==> config.mk <==
export PLATFORM = sky130hd
export DESIGN_NAME = rxwin_alloc
export DESIGN_NICKNAME = d
export VERILOG_FILES = /design/src/rtl/rxwin_pkg.sv /design/src/rtl/rxwin_cfg_table.sv /design/src/rtl/rxwin_offset_table.sv /design/src/rtl/rxwin_fit.sv /design/src/rtl/rxwin_alloc.sv
export SDC_FILE = /design/constraint.sdc
export NUM_CORES = 2
export LEC_CHECK = 0
export BUFFER_PORTS_ARGS = -buffer_cell sky130_fd_sc_hd__buf_2
export CELL_PAD_IN_SITES_DETAIL_PLACEMENT = 1
export CELL_PAD_IN_SITES_GLOBAL_PLACEMENT = 1
export CORE_AREA = 4 4 357 359
export CTS_CLUSTER_SIZE = 28
export DETAILED_ROUTE_END_ITERATION = 16
export DIE_AREA = 0 0 361 363
export PLACE_DENSITY_LB_ADDON = 0.15
export SYNTH_ARGS = -nofsm -noshare
export SYNTH_HDL_FRONTEND = slang
export SYNTH_HIERARCHICAL = 1
export SYNTH_SLANG_ARGS = --single-unit
==> constraint.sdc <==
create_clock -name clk -period 8.63 [get_ports clk]
set_input_delay 0.4315 -clock clk [delete_from_list [all_inputs] [get_ports clk]]
set_output_delay 0.4315 -clock clk [all_outputs]
set_load 0.02 [all_outputs]
==> src/rtl/rxwin_pkg.sv <==
package rxwin_pkg;
    localparam int NUM_SLOTS = 8;
    localparam int SLOT_W    = $clog2(NUM_SLOTS);
    localparam int ADDR_W    = 32;
    localparam int LEN_W     = 16;
    localparam int LOG_W     = $clog2(ADDR_W);

    typedef logic [SLOT_W-1:0] slot_t;
    typedef logic [ADDR_W-1:0] addr_t;
    typedef logic [LEN_W-1:0]  len_t;
    typedef logic [LOG_W-1:0]  lg_t;

    typedef struct packed {
        addr_t base;
        lg_t   lg;
    } win_cfg_t;

    typedef struct packed {
        logic  refuse;
        addr_t eff_off;
        addr_t next_off;
    } fit_res_t;

    function automatic addr_t sub_size(lg_t lg);
        if (lg < lg_t'(SLOT_W))
            return '0;
        return addr_t'(1) << (lg - lg_t'(SLOT_W));
    endfunction
endpackage

==> src/rtl/rxwin_cfg_table.sv <==
module rxwin_cfg_table
    import rxwin_pkg::*;
(
    input  logic                       clk,
    input  logic                       rst,
    input  logic                       we,
    input  slot_t                      slot,
    input  win_cfg_t                   wdata,
    output win_cfg_t [NUM_SLOTS-1:0]   cfg_vec
);
    for (genvar s = 0; s < NUM_SLOTS; s++) begin : g_slot
        always_ff @(posedge clk) begin
            if (rst)
                cfg_vec[s] <= '0;
            else if (we && slot == slot_t'(s))
                cfg_vec[s] <= wdata;
        end
    end
endmodule

==> src/rtl/rxwin_offset_table.sv <==
module rxwin_offset_table
    import rxwin_pkg::*;
(
    input  logic                     clk,
    input  logic                     rst,
    input  logic                     clr_en,
    input  slot_t                    clr_slot,
    input  logic                     upd_en,
    input  slot_t                    upd_slot,
    input  addr_t                    upd_val,
    output addr_t [NUM_SLOTS-1:0]    off_vec
);
    for (genvar s = 0; s < NUM_SLOTS; s++) begin : g_slot
        always_ff @(posedge clk) begin
            if (rst)
                off_vec[s] <= '0;
            else if (clr_en && clr_slot == slot_t'(s))
                off_vec[s] <= '0;
            else if (upd_en && upd_slot == slot_t'(s))
                off_vec[s] <= upd_val;
        end
    end
endmodule

==> src/rtl/rxwin_fit.sv <==
module rxwin_fit
    import rxwin_pkg::*;
(
    input  addr_t    cur_off,
    input  addr_t    sub,
    input  len_t     len,
    output fit_res_t res
);
    addr_t len_x;
    addr_t room;

    always_comb begin
        len_x = addr_t'(len);
        room  = (cur_off > sub) ? '0 : sub - cur_off;
        res   = '0;
        if (len_x > sub) begin
            res.refuse   = 1'b1;
            res.eff_off  = cur_off;
            res.next_off = cur_off;
        end else if (len_x > room) begin
            res.eff_off  = '0;
            res.next_off = len_x;
        end else begin
            res.eff_off  = cur_off;
            res.next_off = cur_off + len_x;
        end
    end
endmodule

==> src/rtl/rxwin_alloc.sv <==
module rxwin_alloc
    import rxwin_pkg::*;
(
    input  logic        clk,
    input  logic        rst,
    input  logic        cfg_we,
    input  logic [2:0]  cfg_slot,
    input  logic [31:0] cfg_base,
    input  logic [4:0]  cfg_range_log2,
    input  logic [2:0]  rd_slot,
    output logic [31:0] rd_offset,
    input  logic [2:0]  own_slot,
    input  logic        req_valid,
    input  logic [2:0]  req_dst,
    input  logic [15:0] req_len,
    output logic        grant,
    output logic [31:0] grant_addr,
    output logic        reject
);
    win_cfg_t [NUM_SLOTS-1:0] cfg_vec;
    addr_t    [NUM_SLOTS-1:0] off_vec;
    win_cfg_t cfg_wdata;
    win_cfg_t sel_cfg;
    addr_t    sel_sub;
    fit_res_t fit;
    addr_t    addr_c;

    assign cfg_wdata.base = cfg_base;
    assign cfg_wdata.lg   = cfg_range_log2;

    rxwin_cfg_table u_cfg (
        .clk     (clk),
        .rst     (rst),
        .we      (cfg_we),
        .slot    (cfg_slot),
        .wdata   (cfg_wdata),
        .cfg_vec (cfg_vec)
    );

    assign sel_cfg = cfg_vec[req_dst];
    assign sel_sub = sub_size(sel_cfg.lg);

    rxwin_fit u_fit (
        .cur_off (off_vec[req_dst]),
        .sub     (sel_sub),
        .len     (req_len),
        .res     (fit)
    );

    rxwin_offset_table u_off (
        .clk      (clk),
        .rst      (rst),
        .clr_en   (cfg_we),
        .clr_slot (cfg_slot),
        .upd_en   (req_valid && !fit.refuse),
        .upd_slot (req_dst),
        .upd_val  (fit.next_off),
        .off_vec  (off_vec)
    );

    assign addr_c    = sel_cfg.base + addr_t'(own_slot) * sel_sub + fit.eff_off;
    assign rd_offset = off_vec[rd_slot];

    always_ff @(posedge clk) begin
        if (rst) begin
            grant      <= 1'b0;
            reject     <= 1'b0;
            grant_addr <= '0;
        end else begin
            grant      <= req_valid && !fit.refuse;
            reject     <= req_valid && fit.refuse;
            grant_addr <= addr_c;
        end
    end

    // Grant and reject are mutually exclusive responses
    assert_resp_excl_R2: assert property (@(posedge clk) disable iff (rst)
        !(grant && reject));

    // A grant always answers a request sampled one cycle earlier
    assert_grant_follows_req_R2: assert property (@(posedge clk) disable iff (rst)
        grant |-> $past(req_valid));

    // A refused request leaves its destination offset untouched
    assert_reject_keeps_offset_R6: assert property (@(posedge clk) disable iff (rst)
        (req_valid && fit.refuse && !cfg_we) |=>
            (off_vec[$past(req_dst)] == $past(off_vec[req_dst])));

    // Offset table never runs past the sub-window of the stored configuration
    for (genvar s = 0; s < NUM_SLOTS; s++) begin : g_chk
        assert_offset_in_window_R4: assert property (@(posedge clk) disable iff (rst)
            off_vec[s] <= sub_size(cfg_vec[s].lg));
    end

    // A wrapped message starts at the sub-window origin
    assert_wrap_origin_R5: assert property (@(posedge clk) disable iff (rst)
        (req_valid && !fit.refuse && !cfg_we &&
         addr_t'(req_len) > sel_sub - off_vec[req_dst]) |=>
            (off_vec[$past(req_dst)] == addr_t'($past(req_len))));
endmodule

==> results.py <==
metrics = {
    "cells_and_area": {
        "fin_util_pct": 35.9,
        "layout.cells.non_filler": 5916,
        "drive_gt1_share_pct": 25.3,
        "area_delta_synth_final_pct": 19.6,
        "stdcell_area_sq_um": 44400,
        "nNetsFinal": 4494,
    },
    "logic_synthesis": {
        "syn_area_sq_um": 37200,
        "yosysSeqAreaShare_pct": 31.6,
        "syn_inst": 3952,
        "avgSynthCellArea_sq_um": 9.40,
        "yosysUniqueCellTypes": 103,
        "synth_top_flop_cell": "dfxtp_1",
        "ys_seq_elements": 586,
        "synth_area_leaders": "dfxtp_1 32%, mux4_2 12%, mux2i_1 8.1%, nand2_1 6.2%, nand2b_1 5.7%",
        "synth_top_area_share_pct": 31.6,
        "yosys_warnings": 6,
        "synth_edf_count": 0,
        "ys_async_sr_fraction_pct": 0,
        "yosys.area.top_type": "dfxtp_1",
    },
    "timing": {
        "min_period_over_period_pct": 96.0,
        "fin_skew_ns": 0.0238,
        "finalHoldViolations": 0,
        "maxSlewViolCount": 0,
        "fmax_mhz": 121,
        "setup_viol_count_final": 0,
        "tightest_slew_ns": 1.14,
        "setup_tns_ns": 0,
        "maxSlewHeadroom_pct": 23.7,
        "min_period_ns": 8.28,
    },
    "die": {
        "io_pins": 135,
        "start_util_pct": 30.0,
        "core_region_area_sq_um": 124000,
        "die_x_um": 361,
        "num_rows": 129,
        "die_h_um": 363,
        "dieArea_sq_um": 131000,
    },
    "pwr": {
        "p_sw_mw": 1.98,
        "switching_share_pct": 28.1,
        "clkPwrFrac_pct": 45.5,
        "irDropWorstVdd_mv": 0.134,
        "internal_power_mw": 5.06,
        "p_per_area_nw_per_um2": 158,
        "seq_power_share_pct": 39.6,
        "combPwrFrac_pct": 14.9,
        "p_leak_nw": 18.8,
    },
    "place": {
        "io_buffer_count": 134,
        "placed_area_sq_um": 41200,
        "dp.cells": 5769,
        "place.gp.congestion": 0.862,
        "hpwl_um": 96800,
    },
    "detailed_routing": {
        "viasPerCell": 5.08,
        "vias": 30100,
        "drc": 0,
        "drt_iter0_drc": 1612,
        "antenna_left": 0,
        "wirelength_um": 141000,
        "firstDrtPassIters": 4,
        "routed_wire_length_per_instance_um": 23.9,
    },
    "grt": {
        "grt_antenna_before_repair": 6,
        "grt_max_degree": 223,
        "first_global_vias": 32000,
        "grt-ovfl-total": 0,
        "grt.total_usage_pct": 21.2,
        "grt_pass1_wl_um": 209000,
    },
    "clock_network": {
        "clockRootBuffer": "clkbuf_16",
        "htree_num_levels": 3,
        "cts.sinks": 586,
        "numCtsBuffers": 75,
        "clk_pin_slew_worst_paths_ns": 0.06,
        "clk_latency_ns": 0.68,
        "clk_path_buf_depth": 3,
        "cts_tree": "built",
    },
    "hold_path": {
        "holdPathStages": 2,
        "hold_path_class": "in2reg",
    },
    "setup_path": {
        "reg2reg_depth": 37,
        "path_class": "reg2reg",
        "cpMaxStageDelayCell": "mux4_2",
        "critPathArrivalTime_ns": 8.82,
        "path_max_fanout": 7,
        "slowest_delay_ns": 0.55,
        "startpoint_type": "flip-flop",
        "endpoint_kind": "flip-flop",
        "required_ns": 9.17,
    },
    "run": {
        "maxCapViolations": 0,
    },
    "run_status": {
        "status": "complete, no violations",
    },
}
state kept, by name, indices dropped and copies added, names as in the netlist:
register	cells
grant_addr	32
u_off/off_vec	256
grant	1
u_cfg/cfg_vec	296
reject	1
per-layer routing:
metal	part of all wire [%]	vias up	routed length, um	global-route usage [%]
met3	4.5	170	6400	3.70
met1	47	15200	66500	29.1
met4	2.9	2	4090	6.48
met2	45	566	64100	34.2
met5	0.0092	-	13	0
li1	-	14100	-	-
synthesized netlist by cell type (61+ instances only):
cell      instances
dfxtp_1         586
clkbuf_1        162
buf_2            79
mux2i_1         300
nand2b_1        340
ha_1            114
nand2_1         609
inv_1           207
nor2_1          151
fa_1             91
and2_1           74
a21oi_1         335
mux2_2          103
buf_4            61
mux4_2          202
cell families (layout without fill, tap and decap cells):
logic type,Yosys count,count (layout),synth area share [%]
multiplexers,610,610,23.6
other,2,13,0.0202
AND/OR/NAND/NOR,1385,1385,18.6
XOR/XNOR,68,68,1.60
AO/OA/AOI/OAI,557,557,9.16
adder cells (fa/ha/maj),205,205,8.74
flip-flops,586,586,31.6
buffers and inverters,539,855,6.69
final cells by class:
type | count | area (sq um)
diodes | 4 | 10.0
clock buffers | 109 | 2220
clock inverters | 23 | 284
fillers | 14100 | 79400
inverters | 207 | 777
multi-input cells | 2834 | 23600
flip-flops and latches | 586 | 11700
well taps | 1637 | 2050
repair buffers | 516 | 3770
critical path, delay by kind of cell, from the launching register on:
kind                     cells  cell delay [ns]
AND/OR/NAND/NOR             12             1.33
AO/OA/AOI/OAI               15             3.77
buffers and inverters        4             0.63
flip-flops                   1             0.31
adder cells (fa/ha/maj)      4             1.36
multiplexers                 1             0.55
XOR/XNOR                     1             0.17
power by group through the flow:
stage / combinational (mW) / sequential [mW] / clock [mW]
final: 1.05 / 2.79 / 3.20
after detailed placement: 1.01 / 2.84 / 0
after global placement: 1.00 / 2.84 / 0
after CTS: 1.02 / 2.79 / 3.30
after floorplan: 0.653 / 2.84 / 0
after global routing: 1.13 / 2.79 / 3.40
repair_timing:
action | CTS | global route
endpoints found under the setup margin | 11 | 24
hold buffers | 1 | 0
cloned | 0 | 1
endpoints found under the hold margin | 2 | 0
gates resized for setup | 6 | 122
setup buffers | 2 | 8
pin swaps | 4 | 50
worst paths after layout:
kind,from,endpoint,slack (ns)
max reg2reg,u_cfg/cfg_vec[261]$_SDFFE_PP0P_,grant_addr[23]$_SDFF_PP0_,0.35
max,u_cfg/cfg_vec[261]$_SDFFE_PP0P_,grant_addr[23]$_SDFF_PP0_,0.35
min,rst,grant_addr[31]$_SDFF_PP0_,0.19
min reg2reg,u_off/off_vec[105]$_SDFFE_PP0P_,u_off/off_vec[105]$_SDFFE_PP0P_,0.47
cell usage in the layout, fill, tap and decap left out, drive strengths merged, types with 34 or more instances in the layout:
| master | count |
|---|---|
| and3 | 34 |
| ha | 114 |
| xnor2 | 47 |
| and2 | 74 |
| nand3 | 36 |
| buf | 515 |
| nor2 | 151 |
| inv | 213 |
| fa | 91 |
| mux2 | 107 |
| a21oi | 338 |
| clkbuf | 109 |
| nand2 | 609 |
| mux4 | 202 |
| dfxtp | 586 |
| nand2b | 340 |
| o21ai | 57 |
| mux2i | 301 |
metrics by stage:
| step | hold slack [ns] | power, mW | worst slack, ns |
|---|---|---|---|
| 3_3_place_gp | 0.452 | 3.85 | -0.318 |
| 3_5_place_dp | 0.461 | 3.85 | -0.528 |
| 2_1_floorplan | 0.442 | 3.49 | 0.00621 |
| 6_report | 0.192 | 7.04 | 0.348 |
| 5_1_grt | 0.215 | 7.32 | -0.0481 |
| 4_1_cts | 0.159 | 7.11 | 0.00820 |
(Power assumes the default switching activity.)
